<file path="src/rtl/tune_seq.sv">
module tune_seq #(
  parameter int TAPS = 32,
  parameter int MIN_DATA_WIN = 10,
  parameter int TMO_CYC = 18_750_000,
  localparam int TW = $clog2(TAPS)
)(
  input  logic          clk,
  input  logic          rst_n,
  input  logic          start,
  input  logic          with_data,
  input  logic [1:0]    bus_width,
  output logic          xfer_req,
  output logic          xfer_data,
  output logic [7:0]    xfer_len,
  input  logic          xfer_ack,
  input  logic          xfer_err,
  output logic          cmd_edge,
  output logic [TW-1:0] cmd_tap,
  output logic          dat_edge,
  output logic [TW-1:0] dat_tap,
  output logic          done,
  output logic          pass
);
  localparam int LW  = TW + 1;
  localparam int TMW = $clog2(TMO_CYC + 1);

  typedef enum logic [1:0] {IDLE, SET, REQ, PICK} st_t;
  st_t st;

  logic          in_data, wd_r, len8;
  logic          sw_edge;
  logic [TW-1:0] sw_tap, run_s;
  logic [LW-1:0] run_l;
  logic [TW-1:0] bs [2];
  logic [LW-1:0] bl [2];
  logic          cmd_fe, dat_fe;
  logic [TW-1:0] cmd_ft, dat_ft;
  logic [TMW-1:0] tmo;

  wire           sweeping = (st == SET) || (st == REQ);
  wire           hit      = xfer_ack && !xfer_err;
  wire           fin      = xfer_ack || (tmo == TMW'(TMO_CYC - 1));
  wire [LW-1:0]  nl       = run_l + LW'(1);
  wire [TW-1:0]  ns       = (run_l == '0) ? sw_tap : run_s;
  wire           pick_f   = (in_data && bl[0] >= LW'(MIN_DATA_WIN)) ? 1'b0 : (bl[1] > bl[0]);
  wire [LW-1:0]  cl       = pick_f ? bl[1] : bl[0];
  wire [TW-1:0]  cs       = pick_f ? bs[1] : bs[0];
  wire [TW-1:0]  ph       = (cs == '0) ? TW'(cl / LW'(3)) : TW'(cs + TW'(cl >> 1));

  assign xfer_req  = st == REQ;
  assign xfer_data = in_data;
  assign xfer_len  = len8 ? 8'd128 : 8'd64;
  assign cmd_edge  = (sweeping && !in_data) ? sw_edge : cmd_fe;
  assign cmd_tap   = (sweeping && !in_data) ? sw_tap  : cmd_ft;
  assign dat_edge  = (sweeping &&  in_data) ? sw_edge : dat_fe;
  assign dat_tap   = (sweeping &&  in_data) ? sw_tap  : dat_ft;

  always_ff @(posedge clk or negedge rst_n) begin
    if (!rst_n) begin
      st <= IDLE;
      in_data <= 1'b0; wd_r <= 1'b0; len8 <= 1'b0;
      sw_edge <= 1'b0; sw_tap <= '0; run_s <= '0; run_l <= '0;
      bs[0] <= '0; bs[1] <= '0; bl[0] <= '0; bl[1] <= '0;
      cmd_fe <= 1'b0; cmd_ft <= '0; dat_fe <= 1'b0; dat_ft <= '0;
      tmo <= '0; done <= 1'b0; pass <= 1'b0;
    end else begin
      done <= 1'b0;
      case (st)
        IDLE: if (start) begin
          pass <= 1'b0;
          if (bus_width == 2'd1 || bus_width == 2'd2) begin
            len8 <= bus_width == 2'd2;
            wd_r <= with_data;
            in_data <= 1'b0;
            sw_edge <= 1'b0; sw_tap <= '0; run_l <= '0;
            bl[0] <= '0; bl[1] <= '0;
            st <= SET;
          end else begin
            done <= 1'b1;
          end
        end
        SET: begin
          tmo <= '0;
          st <= REQ;
        end
        REQ: begin
          if (fin) begin
            if (hit) begin
              run_l <= nl;
              run_s <= ns;
              if (nl > bl[sw_edge]) begin
                bl[sw_edge] <= nl;
                bs[sw_edge] <= ns;
              end
            end else begin
              run_l <= '0;
            end
            if (sw_tap == TW'(TAPS - 1)) begin
              if (!sw_edge) begin
                sw_edge <= 1'b1; sw_tap <= '0; run_l <= '0;
                st <= SET;
              end else begin
                st <= PICK;
              end
            end else begin
              sw_tap <= sw_tap + TW'(1);
              st <= SET;
            end
          end else begin
            tmo <= tmo + TMW'(1);
          end
        end
        PICK: begin
          if (cl == '0) begin
            done <= 1'b1; pass <= 1'b0;
            st <= IDLE;
          end else if (!in_data) begin
            cmd_fe <= pick_f; cmd_ft <= ph;
            if (wd_r) begin
              in_data <= 1'b1;
              sw_edge <= 1'b0; sw_tap <= '0; run_l <= '0;
              bl[0] <= '0; bl[1] <= '0;
              st <= SET;
            end else begin
              done <= 1'b1; pass <= 1'b1;
              st <= IDLE;
            end
          end else begin
            dat_fe <= pick_f; dat_ft <= ph;
            done <= 1'b1; pass <= 1'b1;
            st <= IDLE;
          end
        end
        default: st <= IDLE;
      endcase
    end
  end
endmodule

</file>
<file path="config.mk">
export PLATFORM = sky130hd
export DESIGN_NAME = tune_seq
export DESIGN_NICKNAME = d
export VERILOG_FILES = /design/src/rtl/tune_seq.sv
export SDC_FILE = /design/constraint.sdc
export NUM_CORES = 1
export LEC_CHECK = 0
export BUFFER_PORTS_ARGS = -buffer_cell sky130_fd_sc_hd__buf_2
export CORE_MARGIN = 4
export CORE_UTILIZATION = 49
export DETAILED_ROUTE_END_ITERATION = 6
export PLACE_DENSITY = 0.73
export RECOVER_POWER = 50
export SETUP_SLACK_MARGIN = 0.3
export SLEW_MARGIN = 40
export SYNTH_ARGS = -nofsm -noshare
export SYNTH_HDL_FRONTEND = slang
export SYNTH_SLANG_ARGS = --single-unit
</file>
<file path="constraint.sdc">
create_clock -name clk -period 4.45 [get_ports clk]
set_input_delay 0.445 -clock clk [delete_from_list [all_inputs] [get_ports clk]]
set_output_delay 0.445 -clock clk [all_outputs]
set_load 0.01 [all_outputs]
</file>
* Word level (Yosys, flattened, before mapping)
Index checks and enable logic that the tools add are counted.
Cells by class: bitwise logic cells 3, div/mod/pow operators 1, reductions and logical operators 30, muxes and demuxes 81, add/sub/neg operators 4, eq/ne operators 19, $lt $le $gt $ge 5
Operators with widths (number):
- two-way mux 12 bit | 8
- two-way mux 6 bit | 14
- two-way mux 5 bit | 14
- case mux 25 bit (2 select lines) | 1
- case mux 12 bit (3 select lines) | 1
- adder 25 x 1 -> 25 bit, second input constant | 1
- equality test 25 bit, second input constant | 1
- two-way mux 25 bit | 1
- two-way mux 1 bit | 23
- case mux 6 bit (3 select lines) | 1
- AND reduction 3 bit | 6
- AND reduction 8 bit | 2
- case mux 5 bit (3 select lines) | 1
- two-way mux 2 bit | 7
- bitwise mux 12 bit | 1
- greater-than comparator 6 bit | 2
- zero test 6 bit | 2
- != test 2 bit, second input constant | 6
- bitwise mux 10 bit | 1
- AND reduction 9 bit | 1
- two-way mux 8 bit | 1
- != test 2 x 1 -> 1 bit, second input constant | 4
- case mux 2 bit (4 select lines) | 1
- AND reduction 4 bit | 2
- 27 further kinds | 41
Storage, ports and cells: output and inout port bits 24, word-level logic and storage cells 162, flip-flop bits (word level) 83

* Depth between registers and ports, before layout
depth after elaboration 10, gate-level depth with buffers 23

* Worst setup path before layout
Ideal clock, no wire load.
kind flip-flop to flip-flop, from register bl[11] in the netlist's numbering, to register dat_ft[0], slack 0.494 ns, required time 4.303 ns, setup time 0.147 ns, arrival 3.809 ns, stages on the path, launching flop included 20, clock period less this slack 3.956 ns, cells stage by stage dfrtp_1 -> buf_2 -> inv_1 -> ha_1 -> nand4_1 -> nor2_1 -> or2_1 -> buf_6 -> nor2_4 -> buf_2 -> a21oi_1 -> inv_1 -> ha_1 -> clkbuf_1 -> or4_1 -> o31ai_1 -> o31ai_1 -> or4b_1 -> o211ai_2 -> a41oi_1
Between the ends: longest elaborated chain between the ends 7, elaborated cells on any way between the ends 13, classes of those cells 1 x add/sub; 1 x div; 2 x order compare; 4 x mux; 1 x bitwise; 4 x reduce/logical
RTL lines:
- from (decl) | RTL line 35 | logic [LW-1:0] bl [2];
- from (signal, indexed assignment) | RTL line 92 | bl[sw_edge] <= nl;
- branches (longest 7 deep; another with greater-or-equal comparator 6 x 4 -> 1 bit)
- to (signal assigned) | RTL line 129 | dat_fe <= pick_f; dat_ft <= ph;
- to (decl) | RTL line 37 | logic [TW-1:0] cmd_ft, dat_ft;
Several ways; the timed one is not identified. A chain may end at the register's enable or synchronous reset.

* Final worst setup path
Ends and elaborated chain as after synthesis.

==> out/results.txt <==
Min-Delay Path Class: in2reg
Cell taking the most area after synthesis: dfrtp_1
Vias in the first global route: 4559
Via count: 4638
Nature of the critical path endpoint: flip-flop
Leakage power: 0.00277 µW
Critical path required time: 4670 ps
Num rows: 38
Max cap viols: 1
DP Wirelength: 9810 µm
TritonCTS clock tree: done
Syn Area/Cell: 9.06 µm²
WP buf/inv: 3
First drt pass iteration count: 4
Nets: 662
Clock Latency Late Sink: 370 ps
RSZ-0062 raised after global routing: no
Slowest CP cell: or4b_1
Chip width: 114 µm
CTS root buffer: clkbuf_8
# clock sinks: 83
Maximum number of pins on one net before global-route repair: 84
CTS Buf Count: 9
Minimum clock period: 3910 ps
H-tree depth: 3
Sequential power share: 0.327
CTS Buffer Depth: 2
Initial Util: 0.503
Yosys reg bits: 83
Slew @ Worst Pin: 3590 ps
Final Setup Violations: 0
Ports: 32
Violated checks: capacitance limit, slew limit
Clock transition at path regs: 90 ps
Total number of yosys warnings: 0
Status: finished with violations
Top-area cell type share of the netlist area: 0.380
Fin. Hold Viols: 0
Cells after Synth: 604
Post-route cell area: 0.00602 mm²
CP Cell Sequence: inv_1 > ha_1 > nand4_1 > nor2_2 > or2_4 > nor2_4 > buf_4 > o21ai_2 > inv_1 > ha_4 > or4_1 > o31ai_1 > o31ai_1 > or4b_1 > o211ai_2 > a41oi_1
Post-DRT Antenna Nets: 0
Int Power: 1750 µW
Crit-path max FO: 11
First-pass GRT wire length: 22400 µm
Most area-consuming cells after synthesis: dfrtp_1 38%, ha_1 6.4%, mux2_2 5.8%, nand2_1 3.9%, a21oi_1 3.8%
Layout cells sized above 1: 0.163
Worst EP arrival: 4130 ps
Layout area overhead: 10.1%
Final setup TNS: 0 ps
Setup repair bufs after CTS: 0
Die footprint: 0.0129 mm²
Power share of the clock group: 0.228
Initial antenna violation count: 0
Die span in y: 114 µm
ANT cells: 0
CP Class: reg2reg
Area post-placement: 0.00574 mm²
Clk_skew: 8.60 ps
RD Place Congestion: 0.916
Fin crit share: 0.879
Logic pwr share: 0.445
Crit path max-delay family: simple AND/OR/NAND/NOR gates
Switching power total: 1210 µW
Vias per cell: 6.02
Async SR Flop Fraction: 1.00
Critical Path Max Stage Delay: 550 ps
Synth top cells by count: 83 x dfrtp_1, 57 x nand2_1, 42 x a21oi_1, 39 x o21ai_0
Initial drt markers: 296
Max Freq: 256 MHz
Number of synthesized flops with an enable pin: 0
PwrDens: 492 mW/mm²
Setup crit start kind: flip-flop
Cell with the most instances after synthesis: dfrtp_1
Post-detailed-route wirelength per cell: 17.2 µm
Slew HR: -1.39
Buffers on Ports: 25
Yosys cell types: 64
Core area: 0.0109 mm²
Synthesized cell area: 0.00547 mm²
Slew Limit Fails: 84
DRC: 0
Peak VDD IR: 0.464 mV
Total gr overflow: 0
Sw frac: 0.409
Dominant synthesized flop cell: dfrtp_1
Post-synthesis sequential area ratio: 0.380
Routed WL: 13300 µm
GR Util All Layers: 0.213
[cells in the final DEF (no fill, tap or decap), types with 3 or more instances in the layout]
cell,instances
o31ai_1,9
mux2i_1,14
o311ai_0,3
conb_1,6
nand2_1,57
buf_2,19
o21ai_0,38
ha_1,27
o41ai_1,4
nand2b_1,7
buf_4,18
a31oi_1,7
o21ai_1,8
nor4b_1,4
a21o_1,5
nor2b_1,3
and4_1,3
inv_1,36
clkbuf_8,9
nor3b_1,4
dfrtp_1,83
and3_1,3
and2_1,4
nand4_1,5
clkbuf_1,6
a22o_1,11
nor2_1,35
nand3_1,28
xnor2_1,13
a221oi_1,3
nor4_1,5
nor3_1,10
or3_1,3
bufinv_16,3
xor2_1,14
o22ai_1,4
a21oi_1,40
mux2_2,28
[power groups by stage]
stage	clock network (µW)	logic (µW)	registers (µW)
3_3_place_gp	0	1260	976
5_1_grt	712	1470	986
6_report	677	1320	969
4_1_cts	681	1310	968
3_5_place_dp	0	1290	982
2_1_floorplan	0	969	954
[worst paths after layout]
| check | from | end | slack (ps) | cells after the start |
|---|---|---|---|---|
| hold / removal | with_data | wd_r$_DFFE_PN0P_ | 300 | 2 |
| max in group asynchronous | rst_n | dat_ft[0]$_DFFE_PN0P_ | 1000 | 1 |
| setup reg to reg | bl[11]$_DFFE_PN0P_ | dat_ft[0]$_DFFE_PN0P_ | 540 | 16 |
| min in group asynchronous | rst_n | tmo[14]$_DFFE_PN0P_ | 1420 | 1 |
| hold reg to reg | bs[2]$_DFFE_PN0P_ | bs[2]$_DFFE_PN0P_ | 490 | 2 |
| setup / recovery | bl[11]$_DFFE_PN0P_ | dat_ft[0]$_DFFE_PN0P_ | 540 | 16 |
[metal layers]
layer / wire, µm / part of all wire / vias to the layer above / global-route usage
li1: - / - / 2197 / -
met1: 5930 / 0.45 / 2294 / 0.291
met2: 6430 / 0.48 / 123 / 0.344
met3: 658 / 0.050 / 24 / 0.0387
met4: 263 / 0.020 / 0 / 0.0697
met5: 0 / 0 / - / 0
[final cells by class]
class                           instances  area [µm²]
Fill cell                             940        4860
Inverter                               37         140
Timing Repair Buffer                   44         265
Sequential cell                        83        2080
Tap cell                              140         175
Multi-Input combinational cell        450        3120
Clock buffer                            9         124
Clock inverter                          7         124
[worst register-to-register path, delay by kind of cell (launching register included)]
kind	cells	cell delay, ps
compound gates	5	700
fa+ha+maj	2	580
buf+inv	3	380
flops	1	360
simple gates	6	1750
[logic make-up (layout without fill, tap and decap cells)]
kind of cell             Yosys count  after routing  synth area share
AO/OA/AOI/OAI                    156            156             0.182
XOR/XNOR                          27             27            0.0432
adder cells (fa/ha/maj)           29             29            0.0677
buffers and inverters             76             97            0.0629
flip-flops                        83             83             0.380
multiplexers                      44             44            0.0887
other                              1              6          0.000685
AND/OR/NAND/NOR                  188            188             0.175
[per-stage QoR]
step | hold WS [ps] | setup WS [ps] | util | cells | total power (µW)
floorplan | 149 | 494 | - | 609 | 1920
global placement | 461 | 394 | 0.527 | 754 | 2240
detailed placement | 470 | 243 | 0.527 | 754 | 2280
CTS | 149 | 330 | 0.550 | 770 | 2960
global route | 298 | 216 | 0.553 | 770 | 3170
finish | 304 | 539 | 0.553 | 770 | 2970
[repair_timing]
action,in CTS,in global routing
pin swaps,0,1
gates resized for setup,2,8
endpoints found under the setup margin,2,4
hold buffers,0,0
[registers in the layout, indices dropped and copies added, names as in the netlist, 2 cells and up]
| signal | cells |
|---|---|
| bl | 12 |
| bs | 10 |
| cmd_ft | 5 |
| dat_ft | 5 |
| run_l | 6 |
| run_s | 5 |
| st | 2 |
| sw_tap | 5 |
| tmo | 25 |
(Power assumes the default switching activity.)
